<file path="config.mk">
export PLATFORM = sky130hd
export DESIGN_NAME = frame_stuffer
export DESIGN_NICKNAME = d
export VERILOG_FILES = /design/src/rtl/frame_stuffer.sv
export SDC_FILE = /design/constraint.sdc
export NUM_CORES = 1
export LEC_CHECK = 0
export ABC_AREA = 0
export ABC_CLOCK_PERIOD_IN_PS = 6200
export CORE_MARGIN = 4
export CORE_UTILIZATION = 30
export DETAILED_ROUTE_END_ITERATION = 8
export REMOVE_ABC_BUFFERS = 1
export SYNTH_ARGS = -nofsm -noshare
export SYNTH_HDL_FRONTEND = slang
export SYNTH_SLANG_ARGS = --single-unit
</file>
<file path="constraint.sdc">
create_clock -name clk -period 6.2 [get_ports clk]
set_input_delay 1.24 -clock clk [delete_from_list [all_inputs] [get_ports clk]]
set_output_delay 1.24 -clock clk [all_outputs]
set_load 0.02 [all_outputs]
</file>
<file path="src/rtl/frame_stuffer.sv">
module frame_stuffer #(
  parameter int BUF_DEPTH = 64,
  localparam int AW = $clog2(BUF_DEPTH),
  localparam int LW = $clog2(BUF_DEPTH + 1)
) (
  input  logic          clk,
  input  logic          rst_n,
  input  logic          start_i,
  input  logic          link_open_i,
  input  logic [LW-1:0] len_i,
  output logic [AW-1:0] rd_addr_o,
  input  logic [7:0]    rd_data_i,
  output logic          out_valid_o,
  output logic [7:0]    out_data_o,
  input  logic          out_ready_i,
  output logic          busy_o
);

  localparam logic [7:0] MSG_END = 8'hA0;
  localparam logic [7:0] CMD_END = 8'hA1;
  localparam logic [7:0] ESC     = 8'hAA;

  typedef enum logic [2:0] {S_IDLE, S_DATA, S_SUM, S_END, S_VER, S_PVER, S_CEND} st_t;

  st_t           st;
  logic [AW-1:0] idx;
  logic [LW-1:0] len_q;
  logic [7:0]    sum;
  logic          second;
  logic [7:0]    raw;
  logic          need_esc, fire, advance, last;

  always_comb begin
    case (st)
      S_DATA:  raw = rd_data_i;
      S_SUM:   raw = 8'h00 - sum;
      S_END:   raw = MSG_END;
      S_VER:   raw = 8'hFF;
      S_PVER:  raw = 8'h01;
      S_CEND:  raw = CMD_END;
      default: raw = 8'h00;
    endcase
  end

  assign need_esc    = (st == S_DATA || st == S_SUM) &&
                       (raw == MSG_END || raw == CMD_END || raw == ESC);
  assign out_valid_o = (st != S_IDLE);
  assign busy_o      = out_valid_o;
  assign out_data_o  = second ? (raw | 8'h10) : (need_esc ? ESC : raw);
  assign fire        = out_valid_o && out_ready_i;
  assign advance     = fire && (second || !need_esc);
  assign last        = (LW'(idx) == len_q - LW'(1));

  always_comb begin
    rd_addr_o = idx;
    if (len_q >= LW'(3)) begin
      if (idx == AW'(1))      rd_addr_o = AW'(2);
      else if (idx == AW'(2)) rd_addr_o = AW'(1);
    end
  end

  always_ff @(posedge clk or negedge rst_n) begin
    if (!rst_n) begin
      st     <= S_IDLE;
      idx    <= '0;
      len_q  <= '0;
      sum    <= '0;
      second <= 1'b0;
    end else if (st == S_IDLE) begin
      second <= 1'b0;
      sum    <= '0;
      if (link_open_i) begin
        st <= S_VER;
      end else if (start_i) begin
        len_q <= len_i;
        idx   <= AW'(1);
        st    <= (len_i <= LW'(1)) ? S_SUM : S_DATA;
      end
    end else if (fire) begin
      if (!advance) begin
        second <= 1'b1;
      end else begin
        second <= 1'b0;
        case (st)
          S_DATA: begin
            sum <= sum + raw;
            if (last) st <= S_SUM;
            else      idx <= idx + AW'(1);
          end
          S_SUM:   st <= S_END;
          S_END:   st <= S_IDLE;
          S_VER:   st <= S_PVER;
          S_PVER:  st <= S_CEND;
          default: st <= S_IDLE;
        endcase
      end
    end
  end

  AST_HOLD_STALL: assert property (@(posedge clk) disable iff (!rst_n)
    (out_valid_o && !out_ready_i) |=> (out_valid_o && $stable(out_data_o)));

  AST_ESC_PAIR: assert property (@(posedge clk) disable iff (!rst_n)
    (fire && out_data_o == ESC) |=> (out_valid_o &&
      (out_data_o == 8'hB0 || out_data_o == 8'hB1 || out_data_o == 8'hBA)));

  AST_MSG_END_IDLE: assert property (@(posedge clk) disable iff (!rst_n)
    (fire && out_data_o == MSG_END) |=> !busy_o);

  AST_CMD_END_IDLE: assert property (@(posedge clk) disable iff (!rst_n)
    (fire && out_data_o == CMD_END) |=> !busy_o);

  AST_BUSY_HOLD: assert property (@(posedge clk) disable iff (!rst_n)
    (busy_o && !fire) |=> busy_o);

endmodule

</file>
## Yosys cells after proc, flatten, opt, wreduce, memory -nomap -nowiden

Index checks and enable logic that the tools add are counted.

| word-level totals | value |
|---|---|
| flip-flop bits (word level) | 25 |
| input port bits | 20 |
| output and inout bits | 16 |
| logic and storage cells | 74 |

| cells by class | value |
|---|---|
| $add $sub $neg | 4 |
| magnitude comparators | 2 |
| eq/ne operators | 17 |
| multiplexer cells | 28 |
| bitwise gates (word level) | 1 |
| reductions and logical operators | 17 |

Operators with widths:

| kind | number |
|---|---|
| 6-bit 2-to-1 mux | 10 |
| 8-bit 2-to-1 mux | 6 |
| 8-bit one-hot mux with 6 select lines | 1 |
| 8-bit equality test (second input constant) | 3 |
| 3-bit 2-to-1 mux | 6 |
| 3-bit one-hot mux with 4 select lines | 1 |
| 3-bit equality test (second input constant) | 3 |
| 8-bit adder | 1 |
| 1-bit by 8-bit subtractor with 8-bit output (first input constant) | 1 |
| 6-bit by 7-bit equality test with 1-bit output | 1 |
| 7-bit by 2-bit greater-or-equal comparator with 1-bit output (second input constant) | 1 |
| 7-bit by 1-bit less-or-equal comparator with 1-bit output (second input constant) | 1 |
| 7-bit by 1-bit subtractor with 7-bit output (second input constant) | 1 |
| 6-bit by 1-bit adder with 6-bit output (second input constant) | 1 |
| 3-bit by 2-bit equality test with 1-bit output (second input constant) | 2 |
| 6-bit by 1-bit equality test with 1-bit output (second input constant) | 1 |
| 6-bit by 2-bit equality test with 1-bit output (second input constant) | 1 |
| 3-bit AND reduction | 2 |
| 6-bit AND reduction | 1 |
| 2-bit nonzero test | 3 |
| 1-bit logical OR | 4 |
| 2-bit != test (second input constant) | 2 |
| 4-bit AND reduction | 1 |
| 3-bit by 1-bit equality test with 1-bit output (second input constant) | 1 |
| other kinds (10) | 14 |

## Logic depth before layout (Yosys ltp)

Gate-level depths: netlist (run 1).

| logic depth | value |
|---|---|
| depth after elaboration | 12 |
| mapped depth | 14 |
| depth with buffers taken out | 13 |

## Worst setup path before layout (run 1)

OpenSTA, ideal clock, no wires.

| path | value |
|---|---|
| path kind | in2out |
| start | input rd_data_i[7] |
| end | output out_data_o[1] |
| data arrival time | 2597 ps |
| data required time | 4960 ps |
| setup slack | 2363 ps |
| stages on the path | 6 |
| buffers on the path | 0 |
| cell sequence | or2_2 > a21oi_1 > a311o_1 > a211o_4 > nor3_4 > nand2b_1 |

| on the way | value |
|---|---|
| cells in the longest elaborated chain, start to end | 7 |
| elaborated cells between the ends (all ways) | 9 |
| classes of those cells | 3 x eq/ne; 3 x mux; 3 x reduce/logical |

RTL lines:

| element | RTL line | RTL |
|---|---|---|
| from (decl) | 12 | `input logic [7:0] rd_data_i,` |
| 8-bit one-hot mux with 6 select lines (*) | 34 | `case (st)` |
| 8-bit equality test | 46 | `(raw == MSG_END \|\| raw == CMD_END \|\| raw == ESC);` |
| 1-bit logical OR | 46 |  |
| 1-bit logical OR (*) | 46 |  |
| 1-bit logical AND (*) | 45 | `assign need_esc = (st == S_DATA \|\| st == S_SUM) &&` |
| 8-bit 2-to-1 mux (*) (2 in series) | 49 | `assign out_data_o = second ? (raw \| 8'h10) : (need_esc ? ESC : raw);` |
| to (decl) | 14 | `output logic [7:0] out_data_o,` |

Every way passes the cells marked *; elsewhere a longest branch is shown, timed or not.

## Worst setup path after layout (run 1)

Ends and elaborated chain as after synthesis.

==> results of run 1 <==
## power breakdown
part	leakage (nW)	total (mW)	internal (mW)	switching, mW
clock network	0.0217	0.109	0.0458	0.0636
registers	0.326	0.361	0.224	0.137
logic	0.777	1.00	0.461	0.543
total	1.12	1.47	0.731	0.744
## logic make-up after synthesis
| group | count (synthesis) | share of synthesized area [%] |
|---|---|---|
| fa+ha+maj | 14 | 8.22 |
| flops | 25 | 28.2 |
| compound gates | 64 | 20.4 |
| mux | 13 | 6.08 |
| buf+inv | 31 | 5.52 |
| xor+xnor | 13 | 5.12 |
| simple gates | 108 | 26.5 |
## worst reg2reg max path, cell delays in order, from the launching register on
cell and delay [ns]:
dfrtp_1 0.78, nor3b_1 0.25, a221oi_2 0.45, inv_1 0.14, ha_1 0.29, a21o_1 0.17, a211oi_1 0.34, o21ai_0 0.16
o211ai_1 0.13, xor2_1 0.22, or4bb_1 0.50, nand3_1 0.09
## routing by layer
metal	track usage, %	wire length, um	vias to the layer above
met5	0	0	-
met4	1.68	27	0
met3	2.96	276	4
met2	24.2	2850	39
met1	18.0	2680	952
li1	-	-	1014
## area by class of cell
cell class	count	area (sq um)
clock buffer	3	41.3
clock inverter	1	7.51
fill	778	4520
inverter	18	67.6
multi-input combinational	212	1470
sequential	25	626
tap	99	124
timing repair buffer	36	358
## worst max-delay path by stage
stage,end,slack (ns),depth (start not counted)
floorplan,out_data_o[1],2.36,6
global placement,out_data_o[1],1.25,8
detailed placement,out_data_o[1],1.23,8
CTS,out_data_o[1],1.22,8
global route,out_data_o[1],1.15,8
finish,out_data_o[1],1.26,8
## metrics by stage
step	power, mW	util (%)	hold WS (ns)
2_1_floorplan	1.05	-	0.491
3_3_place_gp	1.36	36.7	0.521
3_5_place_dp	1.37	36.7	0.526
4_1_cts	1.49	37.4	0.543
5_1_grt	1.62	37.4	0.563
6_report	1.47	37.4	0.542
## cell usage in the layout, fill, tap and decap left out, types with 6 or more instances in the layout
cell | Yosys | layout
nor2_1 | 11 | 11
nand2_1 | 39 | 39
nand3_1 | 6 | 6
clkdlybuf4s50_1 | 0 | 35
mux2i_1 | 11 | 11
inv_1 | 18 | 18
nand2b_1 | 7 | 7
ha_1 | 13 | 13
nor3_1 | 7 | 7
dfrtp_1 | 25 | 25
o211ai_1 | 6 | 6
xnor2_1 | 10 | 10
a21oi_1 | 15 | 15
o21ai_0 | 8 | 8
## flip-flops by register name, indices dropped and copies added, names as in the netlist
register	count
idx	6
sum	8
st	3
len_q	7
second	1
==> impl_metrics.tcl, run 1 <==
set metrics [dict create \
    rrSetupSlack_ns 2.62 \
    synth_top_cell_by_area "dfrtp_1" \
    pin_count 36 \
    min_path_type "flop to flop" \
    instances_no_fill 394 \
    firstDrtPassIters 4 \
    path_class "input port to output pin" \
    min_period_ns 4.94 \
    std_cell_rows 31 \
    avgSynthCellArea_sq_um 8.29 \
    synth_cell_type_count 61 \
    critPathLaunch "rd_data_i[7]" \
    htreeDepth 1 \
    die_area_sq_um 8850 \
    cts_resized 0 \
    cp_data_arrival_time_ns 3.70 \
    power_density_nw_per_um2 547 \
    setup_tns_ns 0 \
    root_buffer "clkbuf_8" \
    cp_max_fo 8 \
    postSynth.asyncResetShare_pct 100 \
    pre_cts_ws_ns 1.23 \
    worst_ir_drop_vdd_mv 0.237 \
    r2r_end "sum[7]" \
    worst_slew_pin_slew_ns 0.652 \
    dpl.cell_count 390 \
    rsz0062_at_grt "no" \
    cts.sinks 25 \
    clkTransAtPathRegs_ns 0.10 \
    fin_area_sq_um 2700 \
    slew_headroom_pct 56.5 \
    drt-total-wl_um 5840 \
    end_kind "output pin" \
    gp_congestion 0.853 \
    dr_total_vias 2009 \
    cp_common_cell "clkdlybuf4s50_1" \
    drive_above_1_share_pct 6.10 \
    die_x_um 94.1 \
    finalMaxSlewViolations 0 \
    fin_worst_skew_ns 0.00208 \
    dp_hpwl_um 4460 \
    synth_top_cell_area_share_pct 28.2 \
    insertedDiodeCount 0 \
    max_cap_violations 0 \
    fin_ws_ns 1.26 \
    core_area_sq_um 7210 \
    yosysWarnings 0 \
    fp.dieH_um 94.1 \
    placed_area_sq_um 2650 \
    grt_pass1_wl_um 9830 \
    fin_nets 330 \
    min_from "second" \
    crit_required_ns 4.96 \
    wl_per_cell_um 14.8 \
    status "finished, final reports clean" \
    postCtsHoldBufs 0 \
    cts_buffer_depth 2 \
    grt_pass1_vias 2009 \
    slowest_stage "clkdlybuf4s50_1" \
    antenna_found_initial 0 \
    ant_nets 0 \
    grt_max_degree 26 \
    ys_seq_area_share_pct 28.2 \
    ys_top_cells_by_area "dfrtp_1 28%, ha_1 7.3%, nand2_1 6.6%" \
    initial_core_util_pct 30.8 \
    reg2reg_depth 11 \
    reg2reg_from "st[1]" \
    dominantRegCellSynth "dfrtp_1" \
    synth.most_common_cell "nand2_1" \
    cts_buffers 3 \
    cp_top_family "buffers and inverters" \
    fin_crit_sh_pct 79.7 \
    worstHoldPathCells 2 \
    p_leak_nw 1.12 \
    setup_viol 0 \
    gr-total-overflow 0 \
    routed_via_density 5.10 \
    worstPathCellList "clkdlybuf4s50_1 > or2_2 > a21oi_1 > a311o_1 > a211o_4 > nor3_4 > nand2b_1 > clkdlybuf4s50_1" \
    dr.first_iter.drc_count 76 \
    cp_slowest_stage_delay_ns 0.60 \
    synth_common_cells "39 x nand2_1, 25 x dfrtp_1, 18 x inv_1" \
    start_kind "input port" \
    grt_usage_pct 13.9 \
    syn_area_sq_um 2220 \
    syn_inst 268 \
    finalHoldViolCount 0 \
    route.detailed.drc 0 \
    max_freq_ghz 0.202 \
    cts_tree "built" \
    postCtsSetupBuffers 0 \
    synth_edf_count 0 \
    clk_latency_ns 0.28 \
    io_buffers 35 \
    path_buf_inv 2 \
    areaGrowthSynthToFinish_pct 21.4 \
    holdPathEnd "second" \
    synth_seq_cells 25 \
]
Power figures use the tool's default switching activity.
==> run 2: changes to the inputs <==
--- a/config.mk
+++ b/config.mk
@@ -6,7 +6,7 @@
 export NUM_CORES = 1
 export LEC_CHECK = 0
 export ABC_AREA = 0
-export ABC_CLOCK_PERIOD_IN_PS = 6200
+export ABC_CLOCK_PERIOD_IN_PS = 4540
 export CORE_MARGIN = 4
 export CORE_UTILIZATION = 30
 export DETAILED_ROUTE_END_ITERATION = 8
==> constraint.sdc (replaced) <==
create_clock -name clk -period 4.54 [get_ports clk]
set_input_delay 0.908 -clock clk [delete_from_list [all_inputs] [get_ports clk]]
set_output_delay 0.908 -clock clk [all_outputs]
set_load 0.02 [all_outputs]
==> run 2 against run 1 <==
Net effect:
- core utilization rose by 0.21 points
- final area grew 0.56%
- final cell count up 0.51%
- clock skew increased by 0.00080 ns
- sequential share of layout area decreased by 0.13 points
- wire length grew 1.6%
- clock-buffer cell count unchanged
- critical endpoint unchanged
- critical path depth is 1 lower
- largest power group unchanged
- non-clock buffer count rose by 2
==> impl_metrics.tcl, run 2 (synthesis results as in run 1) <==
set metrics [dict create \
    status "finished, final reports clean" \
    fin_crit_sh_pct 95.2 \
    rsz0062_at_grt "no" \
    pin_count 36 \
    ant_nets 0 \
    finalMaxSlewViolations 0 \
    fin_worst_skew_ns 0.00289 \
    placed_area_sq_um 2660 \
    setup_viol 0 \
    postCtsHoldBufs 0 \
    insertedDiodeCount 0 \
    clkTransAtPathRegs_ns 0.11 \
    start_kind "flop" \
    rrSetupSlack_ns 1.11 \
    min_path_type "flop to flop" \
    reg_top3 "sum x8, len_q x7, idx x6" \
    p_leak_nw 1.13 \
    cts_buffer_depth 2 \
    crit_required_ns 3.63 \
    max_freq_ghz 0.231 \
    core_area_sq_um 7210 \
    firstDrtPassIters 4 \
    routed_via_density 5.16 \
    worst_slew_pin_slew_ns 0.579 \
    grt_pass1_wl_um 10200 \
    fin_nets 332 \
    reg2reg_depth 13 \
    power_density_nw_per_um2 748 \
    initial_core_util_pct 30.8 \
    cp_data_arrival_time_ns 3.41 \
    fin_area_sq_um 2710 \
    slowest_stage "clkdlybuf4s50_1" \
    cts_buffers 3 \
    wl_per_cell_um 15.0 \
    cp_max_fo 16 \
    cts.sinks 25 \
    grt_usage_pct 14.4 \
    die_x_um 94.1 \
    antenna_found_initial 0 \
    layout_common_cells "39 x nand2_1, 35 x clkdlybuf4s50_1, 25 x dfrtp_1" \
    cp_slowest_stage_delay_ns 0.60 \
    root_buffer "clkbuf_8" \
    grt_max_degree 26 \
    areaGrowthSynthToFinish_pct 22.1 \
    cts_tree "built" \
    die_area_sq_um 8850 \
    worstPathCellList "nor3b_1 > nand4_1 > a311o_1 > a211o_4 > nor3_4 > nand2b_1 > clkdlybuf4s50_1" \
    htreeDepth 1 \
    setup_tns_ns 0 \
    largest-register "sum" \
    gp_congestion 0.892 \
    drive_above_1_share_pct 6.73 \
    fp.dieH_um 94.1 \
    min_period_ns 4.32 \
    worstHoldPathCells 2 \
    route.detailed.drc 0 \
    gr-total-overflow 0 \
    max_cap_violations 0 \
    layout.cells.most_common "nand2_1" \
    largest_reg_flops 8 \
    dp_hpwl_um 4510 \
    path_class "flop to output pin" \
    finalHoldViolCount 0 \
    clk_latency_ns 0.28 \
    slew_headroom_pct 61.2 \
    dr_total_vias 2045 \
    drt-total-wl_um 5930 \
    end_kind "output pin" \
    dr.first_iter.drc_count 101 \
    grt_pass1_vias 2069 \
    cts_resized 0 \
    postCtsSetupBuffers 0 \
    worst_ir_drop_vdd_mv 0.435 \
    std_cell_rows 31 \
    io_buffers 35 \
]
[run 2: path summary, 6_finish.rpt]
path | start | to
min in group asynchronous | rst_n | len_q[3]
worst min-delay path | second | second
worst min register to register | second | second
worst max-delay path | st[2] | out_data_o[1]
max in group asynchronous | rst_n | sum[5]
worst max register to register | sum[1] | sum[7]
[run 2: where the power goes]
| group | switching, mW | internal [mW] |
|---|---|---|
| clock network | 0.0893 | 0.0626 |
| logic | 0.759 | 0.639 |
| registers | 0.172 | 0.307 |
| total | 1.02 | 1.01 |
[run 2: cell type report]
class                           count  area (sq um)
Multi-Input combinational cell    212          1470
Clock buffer                        3          41.3
Clock inverter                      1          7.51
Fill cell                         774          4500
Tap cell                           99           124
Sequential cell                    25           626
Timing Repair Buffer               38           373
Inverter                           18          67.6
[run 2: layer usage]
metal / vias to the layer above / track usage (%) / share of wire [%]
li1: 1020 / - / -
met3: 2 / 2.56 / 4.1
met4: 0 / 1.44 / 0.30
met5: - / 0 / 0
met2: 45 / 24.5 / 47
met1: 978 / 19.7 / 48
[run 2: per-stage QoR]
| stage | setup slack (ns) | power [mW] | hold slack (ns) | utilization [%] | instances |
|---|---|---|---|---|---|
| after floorplan | 1.29 | 1.44 | 0.491 | - | 255 |
| after global placement | 0.264 | 1.86 | 0.521 | 36.9 | 392 |
| after detailed placement | 0.224 | 1.89 | 0.527 | 36.9 | 392 |
| after CTS | 0.219 | 2.05 | 0.545 | 37.6 | 396 |
| after global routing | 0.00875 | 2.24 | 0.596 | 37.6 | 396 |
| final | 0.217 | 2.03 | 0.546 | 37.6 | 396 |
[run 2: critical path, delay by kind of cell (launching register included)]
family | cells | cell delay, ns
AOI/OAI and AO/OA | 2 | 0.72
and+or+nand+nor | 4 | 1.24
DFF | 1 | 0.57
buffers and inverters | 1 | 0.60
==> run 3: changes to the inputs <==
--- a/config.mk
+++ b/config.mk
@@ -5,7 +5,7 @@
 export SDC_FILE = /design/constraint.sdc
 export NUM_CORES = 1
 export LEC_CHECK = 0
-export ABC_AREA = 0
+export ABC_AREA = 1
 export ABC_CLOCK_PERIOD_IN_PS = 4540
 export CORE_MARGIN = 4
 export CORE_UTILIZATION = 30
==> run 3 against run 2 <==
Net effect:
- register-to-register slack improved by 0.68 ns
- worst setup slack gained 0.64 ns
- non-clock buffer count shrank 2
- sequential power is essentially flat
- highest routed layer unchanged
==> impl_metrics.tcl, run 3 <==
set metrics [dict create \
    syn_area_sq_um 2290 \
    synth_seq_cells 25 \
    postSynth.asyncResetShare_pct 100 \
    reg_top3 "sum x8, len_q x7, idx x6" \
    finalHoldViolCount 0 \
    cp_max_fo 4 \
    cts_buffers 3 \
    power_density_nw_per_um2 772 \
    drt-total-wl_um 5640 \
    max_cap_violations 0 \
    p_total_mw 2.12 \
    route.detailed.drc 0 \
    fin_util_pct 37.5 \
    ys_top_cells_by_area "dfrtp_1 27%, nand2_1 15%, ha_1 7.1%" \
    grt_pass1_wl_um 9270 \
    synth_edf_count 0 \
    syn_inst 325 \
    io_buffers 35 \
    layout.cells.most_common "nand2_1" \
    gp_congestion 0.806 \
    synth_cell_type_count 36 \
    initial_core_util_pct 31.3 \
    clkTransAtPathRegs_ns 0.09 \
    rrSetupSlack_ns 1.79 \
    layout_common_cells "89 x nand2_1, 35 x clkdlybuf4s50_1, 32 x nand3_1" \
    min_path_type "flop to flop" \
    wl_per_cell_um 12.5 \
    status "finished, final reports clean" \
    drive_above_1_share_pct 14.4 \
    cts_resized 0 \
    p_leak_nw 1.36 \
    min_period_ns 3.68 \
    grt_usage_pct 12.8 \
    antenna_found_initial 0 \
    hold_slack_ns 0.544 \
    synth_top_cell_area_share_pct 27.3 \
    ys_seq_area_share_pct 27.3 \
    cp_data_arrival_time_ns 2.77 \
    regArea_sq_um 626 \
    pre_cts_ws_ns 0.874 \
    start_kind "input port" \
    postCtsHoldBufs 0 \
    grt_max_degree 17 \
    synth_top_cell_by_area "dfrtp_1" \
    synth.most_common_cell "nand2_1" \
    ant_nets 0 \
    std_cell_rows 31 \
    pin_count 36 \
    firstDrtPassIters 4 \
    max_freq_ghz 0.272 \
    path_class "input port to output pin" \
    fin_nets 389 \
    yosysWarnings 0 \
    root_buffer "clkbuf_8" \
    worst_slew_pin_slew_ns 0.726 \
    fin_worst_skew_ns 0.0131 \
    n_fill_cell 767 \
    crit_required_ns 3.63 \
    dominantRegCellSynth "dfrtp_1" \
    slew_headroom_pct 51.4 \
    routed_via_density 4.68 \
    setup_tns_ns 0 \
    finalMaxSlewViolations 0 \
    postCtsSetupBuffers 0 \
    dr.first_iter.drc_count 117 \
    cts.sinks 25 \
    die_area_sq_um 9100 \
    rsz0062_at_grt "no" \
    cts_tree "built" \
    fin_crit_sh_pct 81.0 \
    core_area_sq_um 7330 \
    synth_common_cells "89 x nand2_1, 32 x nand3_1, 30 x inv_1" \
    multi_input_area_sq_um 1450 \
    dr_total_vias 2122 \
    cts_buffer_depth 2 \
    fp.dieH_um 95.4 \
    gr-total-overflow 0 \
    dp_hpwl_um 4580 \
    die_x_um 95.4 \
    insertedDiodeCount 0 \
    avgSynthCellArea_sq_um 7.05 \
    htreeDepth 1 \
    grt_pass1_vias 1860 \
    largest_reg_flops 8 \
    largest-register "sum" \
    end_kind "output pin" \
    fin_ws_ns 0.862 \
    clk_latency_ns 0.28 \
    setup_viol 0 \
    areaGrowthSynthToFinish_pct 19.9 \
    worst_ir_drop_vdd_mv 0.250 \
]
## run 3: cell families (layout without fill, tap and decap cells)
group | after synthesis | in the layout | synth area share (%)
simple gates | 194 | 194 | 41.2
buf+inv | 47 | 76 | 9.28
compound gates | 30 | 30 | 8.24
flops | 25 | 25 | 27.3
fa+ha+maj | 14 | 14 | 7.97
xor+xnor | 12 | 12 | 4.59
mux | 3 | 3 | 1.47
## run 3: per-stage QoR
step	instance area, sq um	std cells
CTS	2750	453
detailed placement	2700	449
floorplan	2220	314
global placement	2700	449
finish	2750	453
global route	2750	453
## run 3: final timing paths
| check | start | end | cells after the start |
|---|---|---|---|
| max | rd_data_i[1] | out_data_o[0] | 10 |
| min in group asynchronous | rst_n | len_q[1] | 1 |
| max in group asynchronous | rst_n | sum[2] | 2 |
| min reg2reg | sum[7] | sum[7] | 2 |
| max reg2reg | st[1] | sum[5] | 14 |
| min | sum[7] | sum[7] | 2 |
## run 3: worst max-delay path, stage by stage
cell	delay, ns
clkdlybuf4s50_1	0.47
nand4_1	0.14
nand3_1	0.18
nand3_1	0.10
nand2_1	0.07
nor2_1	0.04
nand3_2	0.13
nand2_1	0.08
inv_1	0.05
clkdlybuf4s50_1	0.59
## run 3: report_power, final
part	leakage [nW]	internal, mW	switching, mW
Clock	0.0261	0.0645	0.0822
Combinational	1.01	0.619	0.878
Sequential	0.321	0.315	0.165
Total	1.36	0.998	1.13
## run 3: final cells by class
cell class,instances,area share [%]
Clock buffer,3,1.50
Clock inverter,1,0.319
Inverter,36,5.01
Multi-Input combinational cell,253,52.9
Sequential cell,25,22.8
Tap cell,99,4.51
Timing Repair Buffer,36,13.0
## run 3: routing by layer
layer	vias to the layer above	routed length [um]	GRT usage, %
met5	-	0	0
li1	1113	-	-
met2	24	2550	19.8
met4	0	65	3.20
met3	6	184	1.50
met1	979	2850	19.0
